===== config.mk =====
export PLATFORM = sky130hd
export DESIGN_NAME = kbd_scan_port
export DESIGN_NICKNAME = d
export VERILOG_FILES = /design/src/rtl/kbd_scan_pkg.sv /design/src/rtl/kbd_ctrl_reg.sv /design/src/rtl/kbd_col_sync.sv /design/src/rtl/kbd_row_drive.sv /design/src/rtl/kbd_scan_port.sv
export SDC_FILE = /design/constraint.sdc
export NUM_CORES = 1
export LEC_CHECK = 0
export BUFFER_PORTS_ARGS = -buffer_cell sky130_fd_sc_hd__buf_2
export CAP_MARGIN = 20
export CORE_MARGIN = 2
export CORE_UTILIZATION = 43
export CTS_CLUSTER_SIZE = 8
export DETAILED_ROUTE_END_ITERATION = 16
export GPL_TIMING_DRIVEN = 0
export HOLD_SLACK_MARGIN = 0.05
export PLACE_DENSITY_LB_ADDON = 0.3
export SYNTH_ARGS = -nofsm -noshare
export SYNTH_HDL_FRONTEND = slang
export SYNTH_HIERARCHICAL = 1
export SYNTH_SLANG_ARGS = --single-unit

===== constraint.sdc =====
create_clock -name clk -period 1.1 [get_ports clk]
set_input_delay 0.11 -clock clk [delete_from_list [all_inputs] [get_ports clk]]
set_output_delay 0.11 -clock clk [all_outputs]
set_load 0.03 [all_outputs]

===== src/rtl/kbd_scan_pkg.sv =====
package kbd_scan_pkg;

    localparam int unsigned ROWS   = 16;
    localparam int unsigned ROW_W  = $clog2(ROWS);
    localparam int unsigned CTRL_W = 8;

    localparam logic [ROW_W-1:0] ROW_CAPS_ON = 4'd13;
    localparam logic [ROW_W-1:0] ROW_ALT_ON  = 4'd14;
    localparam logic [ROW_W-1:0] ROW_LED_OFF = 4'd15;

    typedef struct packed {
        logic [1:0]       spare;
        logic             rd_open;
        logic             beep;
        logic [ROW_W-1:0] row;
    } kbd_ctrl_t;

    typedef struct packed {
        logic caps;
        logic alt;
    } kbd_led_t;

    function automatic kbd_led_t led_next(input logic [ROW_W-1:0] row,
                                          input kbd_led_t cur);
        kbd_led_t nxt;
        nxt = cur;
        case (row)
            ROW_CAPS_ON: nxt.caps = 1'b1;
            ROW_ALT_ON:  nxt.alt  = 1'b1;
            ROW_LED_OFF: nxt      = '0;
            default:     nxt      = cur;
        endcase
        return nxt;
    endfunction

endpackage


===== src/rtl/kbd_ctrl_reg.sv =====
module kbd_ctrl_reg
    import kbd_scan_pkg::*;
(
    input  logic              clk,
    input  logic              rst,
    input  logic              wr_en,
    input  logic [CTRL_W-1:0] wr_data,
    output kbd_ctrl_t         ctrl_q,
    output kbd_led_t          led_q
);

    kbd_ctrl_t wr_ctrl;
    assign wr_ctrl = kbd_ctrl_t'(wr_data);

    always_ff @(posedge clk) begin
        if (rst) begin
            ctrl_q <= '0;
            led_q  <= '0;
        end else if (wr_en) begin
            ctrl_q <= wr_ctrl;
            led_q  <= led_next(wr_ctrl.row, led_q);
        end
    end

endmodule


===== src/rtl/kbd_col_sync.sv =====
module kbd_col_sync #(
    parameter int unsigned WIDTH  = 8,
    parameter int unsigned STAGES = 2
) (
    input  logic             clk,
    input  logic             rst,
    input  logic [WIDTH-1:0] d_in,
    output logic [WIDTH-1:0] d_out
);

    logic [WIDTH-1:0] stage_q [STAGES];

    generate
        for (genvar s = 0; s < STAGES; s++) begin : g_stage
            always_ff @(posedge clk) begin
                if (rst)
                    stage_q[s] <= '1;
                else if (s == 0)
                    stage_q[s] <= d_in;
                else
                    stage_q[s] <= stage_q[(s == 0) ? 0 : s-1];
            end
        end
    endgenerate

    assign d_out = stage_q[STAGES-1];

endmodule


===== src/rtl/kbd_row_drive.sv =====
module kbd_row_drive
    import kbd_scan_pkg::*;
(
    input  logic [ROW_W-1:0] row,
    output logic [ROWS-1:0]  strobe_n
);

    generate
        for (genvar r = 0; r < ROWS; r++) begin : g_row
            assign strobe_n[r] = (row != r[ROW_W-1:0]);
        end
    endgenerate

endmodule


===== src/rtl/kbd_scan_port.sv =====
module kbd_scan_port
    import kbd_scan_pkg::*;
#(
    parameter int unsigned COLS = 8
) (
    input  logic                  clk,
    input  logic                  rst,
    input  logic                  wr_en,
    input  logic [CTRL_W-1:0]     wr_data,
    input  logic [COLS-1:0]       col_n,
    output logic [COLS-1:0]       rd_data,
    output logic [ROW_W-1:0]      row_idx,
    output logic [ROWS-1:0]       row_strobe_n,
    output logic                  beep_en,
    output logic                  led_caps,
    output logic                  led_alt,
    output logic [CTRL_W-1:0]     kbd_ctrl
);

    kbd_ctrl_t        ctrl_q;
    kbd_led_t         led_q;
    logic [COLS-1:0]  col_sync_n;

    kbd_ctrl_reg u_ctrl (
        .clk     (clk),
        .rst     (rst),
        .wr_en   (wr_en),
        .wr_data (wr_data),
        .ctrl_q  (ctrl_q),
        .led_q   (led_q)
    );

    kbd_col_sync #(.WIDTH(COLS), .STAGES(2)) u_sync (
        .clk   (clk),
        .rst   (rst),
        .d_in  (col_n),
        .d_out (col_sync_n)
    );

    kbd_row_drive u_rows (
        .row      (ctrl_q.row),
        .strobe_n (row_strobe_n)
    );

    assign rd_data  = ctrl_q.rd_open ? ~col_sync_n : '0;
    assign row_idx  = ctrl_q.row;
    assign beep_en  = ctrl_q.beep;
    assign led_caps = led_q.caps;
    assign led_alt  = led_q.alt;
    assign kbd_ctrl = CTRL_W'(ctrl_q);

endmodule


==> impl_metrics.toml <==
[yosys]
ys_top_cells_by_area = "dfxtp_1, or2_1, mux2i_1"
ys_warn_count = 6
ys_async_sr_fraction_pct = 0
synthFlopType = "dfxtp_1"
synth.distinct_cells = 20
syn_inst = 101
yosysSeqAreaShare_pct = 47.7
yosysTopAreaCellShare_pct = 47.7
synth_fp_nets = 120
yosysMostFrequentCell = "dfxtp_1"
synth_seq_cells = 26
synth.avg_cell_area_um2 = 10.8
synth_edf_count = 0
yosys-top-cells-count = "dfxtp_1, or2_1, nor2_1, nor2b_1, mux2i_1"
syn_area_um2 = 1090
yosysTopAreaCell = "dfxtp_1"

[route]
post-route-drc-count = 0
dr_total_vias = 1197
first_iter_violations = 17
avgViaCountPerCell = 5.32
finalWirelength_mm = 4.32
drt_first_pass_iters = 4
wl_per_cell_um = 19.2
ant_nets = 0

[hold_path]
hp-class = "input pin to flop"

[timing]
clock_skew_ns = 0.00128
slew_headroom_pct = 83.6
fin_setup_tns_ns = -8.42
finalWorstSetupSlack_ns = -0.514
tightest_slew_ns = 0.239
finalCritPeriodShare_pct = 147
hold_violations = 0
rsz0062_at_grt = "yes"
slew_viol_final = 0
finalCriticalPeriod_ns = 1.61
setup-violations-final = 32
fmax_mhz = 620

[finish]
syn_to_final_growth_pct = 103
multiInputGateArea_um2 = 652
drive_above_1_share_pct = 61.0
fillCellCount = 93
ff_latch_area_um2 = 541
n_antenna_cell = 0
layout.nets = 215
utilization_pct = 91.2

[status]
violations = "setup timing"
status = "finished with violations"

[global_routing]
grtUsageTotal_pct = 21.3
grt.overflow.total = 0
grt_pass1_wl_mm = 4.42
grt_max_degree = 16
antenna_found_initial = 0
grt_pass1_vias = 997

[pwr]
ir_worst_vdd_uv = 1110
power_uw = 2230
p_per_area_nw_per_um2 = 1000
p_leak_uw = 0.000952

[worst_setup_path]
crit_type = "flop to output port"
r2r_setup_slack_ns = 0.13
required_ns = 0.99
startpoint_type = "flop"
cp-end-kind = "output port"
cp.arrival_ns = 1.50
path_max_fanout = 7

[floorplanning]
core-area_um2 = 2430
start_util_pct = 44.9
die_w_um = 54.4
die_area_um2 = 2960
rows = 18
die_h_um = 54.4
pin_count = 58

[clocking]
cts_sinks = 26
clk_path_buf_depth = 2
cts_tree = "done"
worstSkewPairLatency_ns = 0.33
cts_root_buffer = "clkbuf_4"
clk_pin_slew_ns = 0.14
numCtsBuffers = 3
htree_levels = 1

[placed_design]
hpwl_mm = 1.68
dp_slack_ns = -0.171
gp_congestion = 0.792
port_buffers = 57

[flow_run]
cap_violations = 0
registers in the layout, indices dropped and copies added, names as in the netlist:
name and cells:
u_ctrl/led_q 2, u_ctrl/ctrl_q 8, u_sync/stage_q 16
cells by family after synthesis:
| group | Yosys count | share of synthesized area (%) |
|---|---|---|
| DFF | 26 | 47.7 |
| AOI/OAI and AO/OA | 2 | 1.61 |
| muxes | 9 | 8.37 |
| and+or+nand+nor | 52 | 34.3 |
| buffers and inverters | 12 | 8.03 |
through the flow:
stage,area [um^2],hold WS [ns],instances
after detailed placement,1480,0.289,188
after floorplan,1160,0.207,101
after global placement,1480,0.285,188
after global routing,2220,0.0986,225
after CTS,2080,0.0777,218
final,2220,0.0942,225
what timing repair did:
| item | CTS | global route |
|---|---|---|
| cloned | 1 | 0 |
| gates resized for setup | 85 | 26 |
| pin swaps | 5 | 8 |
| setup buffers | 11 | 9 |
| setup endpoints to repair | 29 | 34 |
| hold buffers | 14 | 0 |
| hold endpoints to repair | 13 | 0 |
per-layer routing:
metal  up-vias  global-route usage [%]  wire (um)
li1        538                       -          -
met1       571                    20.3       1530
met2        67                    45.2       2280
met3        21                    3.28        255
met4         0                    6.25        252
met5         -                       0          0
layout by cell type, fill, tap and decap left out, types with 4 or more instances in the layout:
cell,instances
buf_6,48
buf_2,24
dfxtp_1,20
or2_1,16
dlygate4sd3_1,14
buf_4,12
nor2_1,9
nor2b_4,8
mux2i_1,8
nand4bb_4,6
clkbuf_4,5
dfxtp_4,5
nand4b_1,4
or4b_4,4
critical path, stage by stage, from the launching register on:
cell	delay, ns
dfxtp_4	0.40
buf_6	0.13
or4_4	0.49
buf_6	0.16
final timing paths:
check / cells after the start / endpoint / start
min: 2 / u_sync/stage_q[0][7]$_SDFF_PP1_ / rst
min reg2reg: 1 / u_sync/stage_q[1][0]$_SDFF_PP1_ / u_sync/stage_q[0][0]$_SDFF_PP1_
max: 3 / row_strobe_n[0] / u_ctrl/ctrl_q[2]$_SDFFE_PP0P_
max reg2reg: 4 / u_ctrl/ctrl_q[1]$_SDFFE_PP0P_ / u_ctrl/ctrl_q[1]$_SDFFE_PP0P_
power breakdown:
group	switching, uW	total [uW]	internal (uW)
Combinational	294	630	336
Clock	294	573	278
Sequential	41.5	1030	985
final cells by class:
class / instances / share of cell area (%)
timing repair buffer: 92 / 37.8
multi-input combinational: 63 / 29.4
sequential: 26 / 24.4
buffer: 10 / 4.62
clock buffer: 4 / 2.14
tap: 30 / 1.69
Power figures use the tool's default switching activity.
